===== src/rtl/vmov_pkg.sv =====
package vmov_pkg;

  typedef enum logic [1:0] {
    ST_IDLE,
    ST_MOVE,
    ST_MEM,
    ST_FIN
  } vmovState_e;

  // strobes from control to datapath
  typedef struct packed {
    logic capture;
    logic rfWrite;
    logic fromMem;
    logic wide;
    logic zeroUpper;
    logic memReq;
    logic memWrite;
  } vmovStrobe_t;

  localparam logic [7:0] OP_LOAD  = 8'h10;
  localparam logic [7:0] OP_STORE = 8'h11;
  localparam logic [3:0] VVVV_OK  = 4'b1111;
  localparam logic [1:0] MOD_REG  = 2'b11;
  localparam logic [1:0] CPL_USER = 2'd3;

endpackage


===== src/rtl/vmovCtrl.sv =====
module vmovCtrl
  import vmov_pkg::*;
#(
  parameter bit ALIGN_CHECK = 1'b1,
  parameter int AC_LSB      = 3
) (
  input  logic              clk,
  input  logic              rstN,
  input  logic              instValid,
  input  logic [7:0]        opByte,
  input  logic [1:0]        modMod,
  input  logic              vexPresent,
  input  logic              vexL,
  input  logic [3:0]        vexVvvv,
  input  logic              cr0Am,
  input  logic              flagAc,
  input  logic [1:0]        cpl,
  input  logic [AC_LSB-1:0] addrLow,
  input  logic              memRsp,
  output logic              ready,
  output logic              done,
  output logic              faultUd,
  output logic              faultAc,
  output vmovStrobe_t       strobe
);

  vmovState_e state, stateNext;

  logic storeQ, wideQ, zeroUpperQ, udQ, acQ;

  // decode of the offered instruction
  logic opKnown, vexBad, udHit, memOperand, misAligned, acHit, accept;

  always_comb begin
    opKnown    = (opByte == OP_LOAD) || (opByte == OP_STORE);
    vexBad     = vexPresent && (vexVvvv != VVVV_OK);
    udHit      = !opKnown || vexBad;
    memOperand = (modMod != MOD_REG);
    misAligned = |addrLow;
    acHit      = ALIGN_CHECK && cr0Am && flagAc && (cpl == CPL_USER)
                 && memOperand && misAligned && !udHit;
    accept     = (state == ST_IDLE) && instValid;
  end

  always_comb begin
    stateNext = state;
    unique case (state)
      ST_IDLE: if (accept) begin
        if (udHit || acHit)   stateNext = ST_FIN;
        else if (memOperand)  stateNext = ST_MEM;
        else                  stateNext = ST_MOVE;
      end
      ST_MOVE: stateNext = ST_FIN;
      ST_MEM:  if (memRsp) stateNext = ST_FIN;
      ST_FIN:  stateNext = ST_IDLE;
      default: stateNext = ST_IDLE;
    endcase
  end

  always_ff @(posedge clk) begin
    if (!rstN) begin
      state      <= ST_IDLE;
      storeQ     <= 1'b0;
      wideQ      <= 1'b0;
      zeroUpperQ <= 1'b0;
      udQ        <= 1'b0;
      acQ        <= 1'b0;
    end else begin
      state <= stateNext;
      if (accept) begin
        storeQ     <= (opByte == OP_STORE);
        wideQ      <= vexPresent && vexL;
        zeroUpperQ <= vexPresent && !vexL;
        udQ        <= udHit;
        acQ        <= acHit;
      end else if (state == ST_FIN) begin
        udQ <= 1'b0;
        acQ <= 1'b0;
      end
    end
  end

  always_comb begin
    ready   = (state == ST_IDLE);
    done    = (state == ST_FIN);
    faultUd = (state == ST_FIN) && udQ;
    faultAc = (state == ST_FIN) && acQ;

    strobe.capture   = accept;
    strobe.wide      = wideQ;
    strobe.zeroUpper = zeroUpperQ;
    strobe.memReq    = (state == ST_MEM);
    strobe.memWrite  = storeQ;
    strobe.fromMem   = (state == ST_MEM) && !storeQ;
    strobe.rfWrite   = (state == ST_MOVE) || ((state == ST_MEM) && memRsp && !storeQ);
  end

endmodule


===== src/rtl/vmovDatapath.sv =====
module vmovDatapath
  import vmov_pkg::*;
#(
  parameter int VEC_W  = 256,
  parameter int LANE_W = 128,
  parameter int ADDR_W = 64,
  parameter int NREG   = 16,
  localparam int LANES  = VEC_W / LANE_W,
  localparam int IDX_W  = $clog2(NREG),
  localparam int BYTES  = VEC_W / 8,
  localparam int LANE_B = LANE_W / 8
) (
  input  logic              clk,
  input  logic              rstN,
  input  vmovStrobe_t       strobe,
  input  logic              storeDir,
  input  logic [1:0]        modMod,
  input  logic [2:0]        modReg,
  input  logic [2:0]        modRm,
  input  logic              rexR,
  input  logic              longMode,
  input  logic [ADDR_W-1:0] effAddr,
  output logic [IDX_W-1:0]  rfRdIdx,
  input  logic [VEC_W-1:0]  rfRdData,
  output logic [IDX_W-1:0]  rfWrIdx,
  output logic [VEC_W-1:0]  rfWrData,
  output logic [LANES-1:0]  rfWrLaneEn,
  output logic              memReq,
  output logic              memWe,
  output logic [ADDR_W-1:0] memAddr,
  output logic [BYTES-1:0]  memByteEn,
  output logic [VEC_W-1:0]  memWdata,
  input  logic [VEC_W-1:0]  memRdata
);

  logic [IDX_W-1:0]  regIdx, rmIdx, srcQ, dstQ;
  logic [ADDR_W-1:0] addrQ;
  logic              regForm;

  assign regIdx  = IDX_W'({longMode & rexR, modReg});
  assign rmIdx   = IDX_W'({1'b0, modRm});
  assign regForm = (modMod == MOD_REG);

  always_ff @(posedge clk) begin
    if (!rstN) begin
      srcQ  <= '0;
      dstQ  <= '0;
      addrQ <= '0;
    end else if (strobe.capture) begin
      // store direction reads reg, writes r/m; load direction the reverse
      srcQ  <= storeDir ? regIdx : rmIdx;
      dstQ  <= (storeDir && regForm) ? rmIdx : regIdx;
      addrQ <= effAddr;
    end
  end

  assign rfRdIdx = srcQ;
  assign rfWrIdx = dstQ;
  assign memReq  = strobe.memReq;
  assign memWe   = strobe.memReq && strobe.memWrite;
  assign memAddr = addrQ;

  for (genvar g = 0; g < LANES; g++) begin : gLane
    localparam bit LOW_LANE = (g == 0);
    logic [LANE_W-1:0] srcLane;
    logic              laneLive;

    assign laneLive = LOW_LANE || strobe.wide;
    assign srcLane  = strobe.fromMem ? memRdata[g*LANE_W +: LANE_W]
                                     : rfRdData[g*LANE_W +: LANE_W];
    assign rfWrData[g*LANE_W +: LANE_W] = laneLive ? srcLane : '0;
    assign rfWrLaneEn[g] = strobe.rfWrite && (laneLive || strobe.zeroUpper);
    assign memWdata[g*LANE_W +: LANE_W] = laneLive ? rfRdData[g*LANE_W +: LANE_W] : '0;
    assign memByteEn[g*LANE_B +: LANE_B] = {LANE_B{strobe.memReq && laneLive}};
  end

endmodule


===== src/rtl/vecMoveUnit.sv =====
module vecMoveUnit
  import vmov_pkg::*;
#(
  parameter int VEC_W       = 256,
  parameter int LANE_W      = 128,
  parameter int ADDR_W      = 64,
  parameter int NREG        = 16,
  parameter bit ALIGN_CHECK = 1'b1,
  parameter int AC_ALIGN    = 8,
  localparam int LANES  = VEC_W / LANE_W,
  localparam int IDX_W  = $clog2(NREG),
  localparam int BYTES  = VEC_W / 8,
  localparam int AC_LSB = $clog2(AC_ALIGN)
) (
  input  logic              clk,
  input  logic              rstN,
  input  logic              instValid,
  input  logic [7:0]        opByte,
  input  logic [1:0]        modMod,
  input  logic [2:0]        modReg,
  input  logic [2:0]        modRm,
  input  logic              rexR,
  input  logic              vexPresent,
  input  logic              vexL,
  input  logic [3:0]        vexVvvv,
  input  logic              longMode,
  input  logic              cr0Am,
  input  logic              flagAc,
  input  logic [1:0]        cpl,
  input  logic [ADDR_W-1:0] effAddr,
  output logic              ready,
  output logic              done,
  output logic              faultUd,
  output logic              faultAc,
  output logic [IDX_W-1:0]  rfRdIdx,
  input  logic [VEC_W-1:0]  rfRdData,
  output logic [IDX_W-1:0]  rfWrIdx,
  output logic [VEC_W-1:0]  rfWrData,
  output logic [LANES-1:0]  rfWrLaneEn,
  output logic              memReq,
  output logic              memWe,
  output logic [ADDR_W-1:0] memAddr,
  output logic [BYTES-1:0]  memByteEn,
  output logic [VEC_W-1:0]  memWdata,
  input  logic              memRsp,
  input  logic [VEC_W-1:0]  memRdata
);

  vmovStrobe_t strobe;

  vmovCtrl #(
    .ALIGN_CHECK(ALIGN_CHECK),
    .AC_LSB     (AC_LSB)
  ) i_ctrl (
    .clk       (clk),
    .rstN      (rstN),
    .instValid (instValid),
    .opByte    (opByte),
    .modMod    (modMod),
    .vexPresent(vexPresent),
    .vexL      (vexL),
    .vexVvvv   (vexVvvv),
    .cr0Am     (cr0Am),
    .flagAc    (flagAc),
    .cpl       (cpl),
    .addrLow   (effAddr[AC_LSB-1:0]),
    .memRsp    (memRsp),
    .ready     (ready),
    .done      (done),
    .faultUd   (faultUd),
    .faultAc   (faultAc),
    .strobe    (strobe)
  );

  vmovDatapath #(
    .VEC_W (VEC_W),
    .LANE_W(LANE_W),
    .ADDR_W(ADDR_W),
    .NREG  (NREG)
  ) i_datapath (
    .clk       (clk),
    .rstN      (rstN),
    .strobe    (strobe),
    .storeDir  (opByte == OP_STORE),
    .modMod    (modMod),
    .modReg    (modReg),
    .modRm     (modRm),
    .rexR      (rexR),
    .longMode  (longMode),
    .effAddr   (effAddr),
    .rfRdIdx   (rfRdIdx),
    .rfRdData  (rfRdData),
    .rfWrIdx   (rfWrIdx),
    .rfWrData  (rfWrData),
    .rfWrLaneEn(rfWrLaneEn),
    .memReq    (memReq),
    .memWe     (memWe),
    .memAddr   (memAddr),
    .memByteEn (memByteEn),
    .memWdata  (memWdata),
    .memRdata  (memRdata)
  );

endmodule


===== config.mk =====
export PLATFORM = sky130hd
export DESIGN_NAME = vecMoveUnit
export DESIGN_NICKNAME = d
export VERILOG_FILES = /design/src/rtl/vmov_pkg.sv /design/src/rtl/vmovCtrl.sv /design/src/rtl/vmovDatapath.sv /design/src/rtl/vecMoveUnit.sv
export SDC_FILE = /design/constraint.sdc
export NUM_CORES = 1
export LEC_CHECK = 0
export BUFFER_PORTS_ARGS = -buffer_cell sky130_fd_sc_hd__buf_4
export CORE_AREA = 4 4 477 479
export DETAILED_ROUTE_END_ITERATION = 16
export DIE_AREA = 0 0 481 483
export PLACE_DENSITY_LB_ADDON = 0.25
export RECOVER_POWER = 25
export SYNTH_ARGS = -nofsm -noshare
export SYNTH_HDL_FRONTEND = slang
export SYNTH_SLANG_ARGS = --single-unit

===== constraint.sdc =====
create_clock -name clk -period 2.4 [get_ports clk]
set_input_delay 0.12 -clock clk [delete_from_list [all_inputs] [get_ports clk]]
set_output_delay 0.12 -clock clk [all_outputs]
set_load 0.05 [all_outputs]

==> metrics, run 1 <==
result of the run finished, violations left; violations in the final reports setup timing; number of warnings reported in the yosys synthesis log 0; setup slack after layout -44.9 ps; setup skew after layout 14.1 ps; starting utilization of the core area 4.02%; proportion of synthesized chip area in sequential cells between 10% and 20%; die width between 400 and 500 µm; area of the multi-input gates ~7400 µm²; drc violations 0; CP delay by family, top buffers and inverters; global placement routability congestion 0.920; crit-path max FO 7; Layout fillers 26100; leakage power total 11.5 nW; 1st-pass router iterations 5; post-synth cell types 30; clock root buffer sky130_fd_sc_hd__clkbuf_16; Die Y about 480 µm; number of instances on the worst hold path 3; Final setup violation count 25; total count of max-transition violations in the final report 0; data required time of the critical path between 2000 and 2500 ps; Worst VDD drop 758 µV; number of global-route vias before repair 16200; Layout area overhead 189%; Design Power 26.8 mW; delay of the slowest critical-path stage around 360 ps; Post-Place Setup Slack -598 ps; Worst Tran Pin Value 1130 ps; GR Util All Layers 16.0%; placed wire-length estimate 174 mm; max-capacitance violation count 0; clock sink total between 70 and 80; post-layout minimum cycle time between 2000 and 2500 ps; critical path type reg2out; layout cell share with drive strength beyond 1 58.1%; post-synthesis register bit count 79; critical path depth in cells 10; critical path arrival 2320 ps; instance count of the mapped netlist 1514; Port Buffer Count 1231; clock-pin slew on the worst setup and hold paths 70 ps; relative slew slack between 20% and 30%; power density over the cells between 1000 and 1500 nW/µm²; Starting DRT DRC Count 950; fin util 11.6%; buffers plus inverters on the worst setup path 6; number of buffers inserted during clock tree synthesis 9; H-tree level count 3; detailed-route via count roughly 16000; initial antenna violation count ~130; Post-Route Hold Slack slightly below 40 ps; depth of the worst register-to-register path 7; final instance area roughly 26000 µm²; source-to-sink clock delay at the later pin of the worst-skew pair 410 ps; most common cell after layout, fill and taps aside sky130_fd_sc_hd__buf_4; CTS tree done; clk buf depth 2; highest-count cells in the layout ignoring fill and taps 947 x sky130_fd_sc_hd__buf_4, 600 x sky130_fd_sc_hd__nand2_1, 135 x sky130_fd_sc_hd__and2_1, 135 x sky130_fd_sc_hd__buf_6, 130 x sky130_fd_sc_hd__clkbuf_1; netlist area before placement 9000 µm²; footprint of the flip-flops and latches around 1600 µm²; mean post-synth cell area 5.94 µm²; worst hold-check path type in2reg; global-route wire length before repair 230 mm; CP Launch Type flip-flop; die footprint 232000 µm²; maximum clock rate 409 MHz; fin nets approximately 3300; crit path cell chain inv_4 > ha_4 > nor2b_4 > buf_12 > buf_16 > buf_6 > buf_12 > nand2_2 > a21boi_2 > buf_6; standard-cell rows 174; num ports 1232; post-synthesis net count roughly 2100; residual antenna-violating net count after detailed routing 0; WL/cell 34.1 µm; unrepaired setup endpoints after global routing yes; pin count of the biggest net entering global routing 111; fin crit share 102%; final hold violations 0; Placed Area 21500 µm²; area of the placeable core 224000 µm²; element type at the critical path end output port; final routed wirelength across all metal layers 195 mm; slowest cell on the critical path sky130_fd_sc_hd__dfxtp_4; GR Overflow Total 0; drt via density 2.75
[repair_timing]
action | CTS | global route
hold endpoints to repair | 68 | 0
endpoints found under the setup margin | 257 | 202
gates resized for setup | 607 | 138
hold buffers | 71 | 0
pin swaps | 81 | 81
buffers inserted | 39 | 10
gates cloned | 17 | 3
[logic make-up (layout without fill, tap and decap cells)]
| logic type | Yosys count | count (layout) | synth area share, % |
|---|---|---|---|
| adder cells (fa/ha/maj) | 4 | 4 | 0.556 |
| AO/OA/AOI/OAI | 220 | 220 | 17.9 |
| buffers and inverters | 274 | 1462 | 19.9 |
| AND/OR/NAND/NOR | 931 | 931 | 43.4 |
| other | 0 | 33 | 0 |
| multiplexers | 6 | 6 | 0.668 |
| flip-flops | 79 | 79 | 17.6 |
[Yosys cell counts, drive strengths merged]
cell type,count,area [µm²]
nor3,3,15.0
ha,4,50.1
dfxtp,79,1580
nor4b,1,23.8
clkbuf,43,161
nand2,774,2910
o21a,1,7.51
nand3,3,15.0
nor2,1,3.75
nand4b,1,8.76
o31a,1,8.76
mux2i,6,60.1
a21boi,194,1460
and4,1,8.76
nand2b,2,12.5
nand3b,2,15.0
o221a,2,22.5
o211a,1,10.0
a21oi,8,40.0
a21o,1,7.51
and2,137,857
nor2b,3,18.8
o21ai,12,60.1
nand4,3,18.8
inv,4,15.0
buf,227,1610
[tightest hold or removal path: cells and delay by family]
family / cells / cell delay [ps]
and+or+nand+nor: 1 / 70
buffers and inverters: 1 / 110
AOI/OAI and AO/OA: 1 / 90
[power by group]
part	total, mW	switching [mW]	internal (mW)
sequential	1.71	0.155	1.56
clock	1.63	0.794	0.833
combinational	23.5	15.4	8.01
total	26.8	16.4	10.4
[through the flow]
step,instances,TNS [ps]
after floorplan,1514,-7.07
after detailed placement,5544,-11260
after global placement,5544,-15040
after CTS,5687,-11690
after global routing,5699,-10420
final,5727,-427
[sequential cells by signal, indices dropped and copies added, names as in the netlist]
name and count:
i_ctrl.state 2, i_datapath.memAddr 64, i_ctrl.udQ 1, i_datapath.rfRdIdx 4, i_ctrl.wideQ 1, i_datapath.rfWrIdx 4, i_ctrl.acQ 1, i_ctrl.zeroUpperQ 1
i_ctrl.storeQ 1
[worst paths after layout]
check	start	to	slack, ps
hold / removal	effAddr[13]	i_datapath.memAddr[13]	40
setup / recovery	i_ctrl.state[0]	rfWrData[181]	-40
setup reg to reg	i_ctrl.state[0]	i_datapath.rfWrIdx[3]	400
hold reg to reg	i_datapath.memAddr[0]	i_datapath.memAddr[0]	460
[routing by layer]
layer / vias to the layer above / GRT usage, % / share of wire, %
li1: 6979 / - / -
met1: 7497 / 18.4 / 39
met2: 1085 / 27.1 / 47
met3: 150 / 8.13 / 13
met4: 64 / 1.87 / 1.2
met5: - / 0 / 0.20
[cell type report]
| type | instances | share of cell area (%) |
|---|---|---|
| antenna | 33 | 0.317 |
| tap | 2992 | 14.4 |
| clock inverter | 7 | 0.327 |
| multi-input combinational | 1161 | 28.4 |
| inverter | 4 | 0.0673 |
| clock buffer | 9 | 0.865 |
| timing repair buffer | 1442 | 49.6 |
| sequential | 79 | 6.11 |
(Power assumes the default switching activity.)
==> run 2, diff against run 1 <==
--- a/config.mk
+++ b/config.mk
@@ -9,6 +9,7 @@
 export CORE_AREA = 4 4 477 479
 export DETAILED_ROUTE_END_ITERATION = 16
 export DIE_AREA = 0 0 481 483
+export HOLD_SLACK_MARGIN = 0.12
 export PLACE_DENSITY_LB_ADDON = 0.25
 export RECOVER_POWER = 25
 export SYNTH_ARGS = -nofsm -noshare
==> metrics, run 2 (synthesis gave the netlist of run 1 again) <==
GR Util All Layers 16.0% (unchanged); slowest cell on the critical path sky130_fd_sc_hd__dfxtp_4; die width 481 µm (unchanged); crit path cell chain inv_4 > ha_4 > nor2b_4 > buf_12 > buf_8 > buf_12 > clkbuf_16 > nand2_1 > a21boi_2 > buf_6; most common cell after layout, fill and taps aside sky130_fd_sc_hd__buf_4; fin nets 3314 (+0.15%); number of buffers inserted during clock tree synthesis 9 (unchanged); power density over the cells 1030 nW/µm² (-0.19%); GR Overflow Total 0 (unchanged); violations in the final reports setup timing; pin count of the biggest net entering global routing 111 (unchanged); critical path arrival 2320 ps (about the same); placed wire-length estimate 174 mm (unchanged); final routed wirelength across all metal layers 195 mm (about the same); element type at the critical path end output port; Design Power 26.8 mW (about the same); setup slack after layout -40.5 ps (+4.42 ps); most repeated library cell on the critical path sky130_fd_sc_hd__buf_12; Setup crit end rfWrData[180]; first element of the critical path i_ctrl.state[0]; post-layout minimum cycle time 2440 ps (-4.42 ps); footprint of the flip-flops and latches 1590 µm² (unchanged); Die Y 483 µm (unchanged); H-tree level count 3 (unchanged); initial antenna violation count 125 (unchanged); Worst VDD drop 757 µV (about the same); detailed-route via count 15800 (+0.13%); source-to-sink clock delay at the later pin of the worst-skew pair 410 ps (about the same); area of the multi-input gates 7390 µm² (unchanged); leakage power total 11.6 nW (+0.20%); delay of the slowest critical-path stage 360 ps (about the same); clock-pin slew on the worst setup and hold paths 90 ps (+20 ps); CP delay by family, top buffers and inverters; clock root buffer sky130_fd_sc_hd__clkbuf_16; drc violations 0 (unchanged); final hold violations 0 (unchanged); Final setup violation count 19 (-24%); CP Launch Type flip-flop; critical path type reg2out; global-route wire length before repair 230 mm (about the same); data required time of the critical path 2280 ps (about the same); critical path depth in cells 10 (unchanged); highest-count cells in the layout ignoring fill and taps 947 x sky130_fd_sc_hd__buf_4, 600 x sky130_fd_sc_hd__nand2_1, 135 x sky130_fd_sc_hd__and2_1, 135 x sky130_fd_sc_hd__buf_6, 130 x sky130_fd_sc_hd__clkbuf_1; depth of the worst register-to-register path 9 (+2); clk buf depth 2 (unchanged); Largest register FFs 64 (unchanged); buffers plus inverters on the worst setup path 6 (unchanged); worst reg2reg path startpoint i_ctrl.state[0]; global placement routability congestion 0.920 (unchanged); result of the run finished, violations left; Port Buffer Count 1231 (unchanged); area of the placeable core 224000 µm² (unchanged); setup skew after layout 13.8 ps (-0.320 ps); Layout fillers 26100 (+0.019%); 1st-pass router iterations 5 (unchanged); maximum clock rate 410 MHz (+0.18%); starting utilization of the core area 4.02% (unchanged); standard-cell rows 174 (unchanged); WL/cell 34.1 µm (about the same); die footprint 232000 µm² (unchanged); total negative slack for setup checks -356 ps (+71.0 ps); number of global-route vias before repair 16200 (+0.025%); clock sink total 79 (unchanged); Reg2Reg Setup Slack 220 ps (-180 ps); max-capacitance violation count 0 (unchanged); worst hold-check path type in2reg; Worst Tran Pin Value 1130 ps (+1.37 ps); drt via density 2.76 (about the same); Starting DRT DRC Count 999 (+5.2%); unrepaired setup endpoints after global routing yes; fin crit share 102% (-0.18 points); crit-path max FO 6 (-1); Layout area overhead 190%; CTS tree done; relative slew slack 24.8% (-0.091 points); num ports 1232 (unchanged); endpoint of the worst-slack reg-to-reg timing path i_ctrl.zeroUpperQ; layout cell share with drive strength beyond 1 58.0% (-0.11 points); residual antenna-violating net count after detailed routing 0 (unchanged); total count of max-transition violations in the final report 0 (unchanged)
==> run 2: changes by cell type in the layout (fill, tap and decap cells not counted), sizes merged <==
cell,delta
diode,-2
dlygate4sd3,+5
==> run 2: stage by stage <==
step | setup WS [ps] | util (%) | area [µm²] | hold slack, ps | cells
2_1_floorplan | -7.07 | - | 9380 | 255 | 1514
3_3_place_gp | -685 | 9.63 | 21500 | 394 | 5544
3_5_place_dp | -598 | 9.63 | 21500 | 380 | 5544
4_1_cts | -159 | 11.6 | 25900 | 131 | 5692
5_1_grt | -154 | 11.6 | 26000 | 156 | 5704
6_report | -40.5 | 11.7 | 26100 | 138 | 5730
==> run 2: repair_timing <==
item / in CTS / in global routing
setup buffers: 39 / 10
endpoints found under the hold margin: 72 / 0
cloned: 17 / 3
endpoints found under the setup margin: 257 / 202
pin swaps: 81 / 81
hold buffers: 76 / 0
gates resized for setup: 607 / 138
==> run 2: metal layers <==
layer | vias up | global-route usage (%) | wire [µm] | part of all wire [%]
met4 | 64 | 1.87 | 2240 | 1.1
met5 | - | 0 | 396 | 0.20
met2 | 1061 | 27.1 | 91700 | 47
met3 | 140 | 8.12 | 25700 | 13
met1 | 7544 | 18.4 | 75100 | 38
li1 | 6986 | - | - | -
==> run 2: how the worst min path moves through the flow <==
stage / slack [ps] / endpoint / cells past startpoint / start
6_report: 140 / i_ctrl.wideQ / 3 / vexPresent
4_1_cts: 130 / i_ctrl.wideQ / 3 / vexPresent
3_5_place_dp: 380 / i_datapath.memAddr[54] / 3 / effAddr[54]
3_3_place_gp: 390 / i_datapath.memAddr[3] / 3 / effAddr[3]
2_1_floorplan: 250 / i_datapath.memAddr[0] / 2 / effAddr[0]
5_1_grt: 160 / i_ctrl.wideQ / 3 / vexPresent
==> run 2: cell type report <==
type	count	area share, %
Clock inverter	7	0.326
Antenna cell	31	0.297
Inverter	4	0.0672
Multi-Input combinational cell	1161	28.3
Clock buffer	9	0.864
Tap cell	2992	14.4
Timing Repair Buffer	1447	49.7
Sequential cell	79	6.10
==> run 2: report_power, final <==
part | switching (mW) | internal [mW] | leakage, nW
sequential | 0.155 | 1.56 | 0.648
clock | 0.794 | 0.833 | 0.155
combinational | 15.4 | 8.02 | 10.8
==> run 2: worst reg2reg max path, cell delays in order, from the launching register on <==
cell and delay, ps:
sky130_fd_sc_hd__dfxtp_4 360, sky130_fd_sc_hd__inv_4 40, sky130_fd_sc_hd__buf_4 120, sky130_fd_sc_hd__ha_1 270, sky130_fd_sc_hd__nand2_2 190, sky130_fd_sc_hd__buf_12 240
sky130_fd_sc_hd__nor3_1 140, sky130_fd_sc_hd__dlygate4sd3_1 550, sky130_fd_sc_hd__a21oi_1 110, sky130_fd_sc_hd__nor2b_1 50
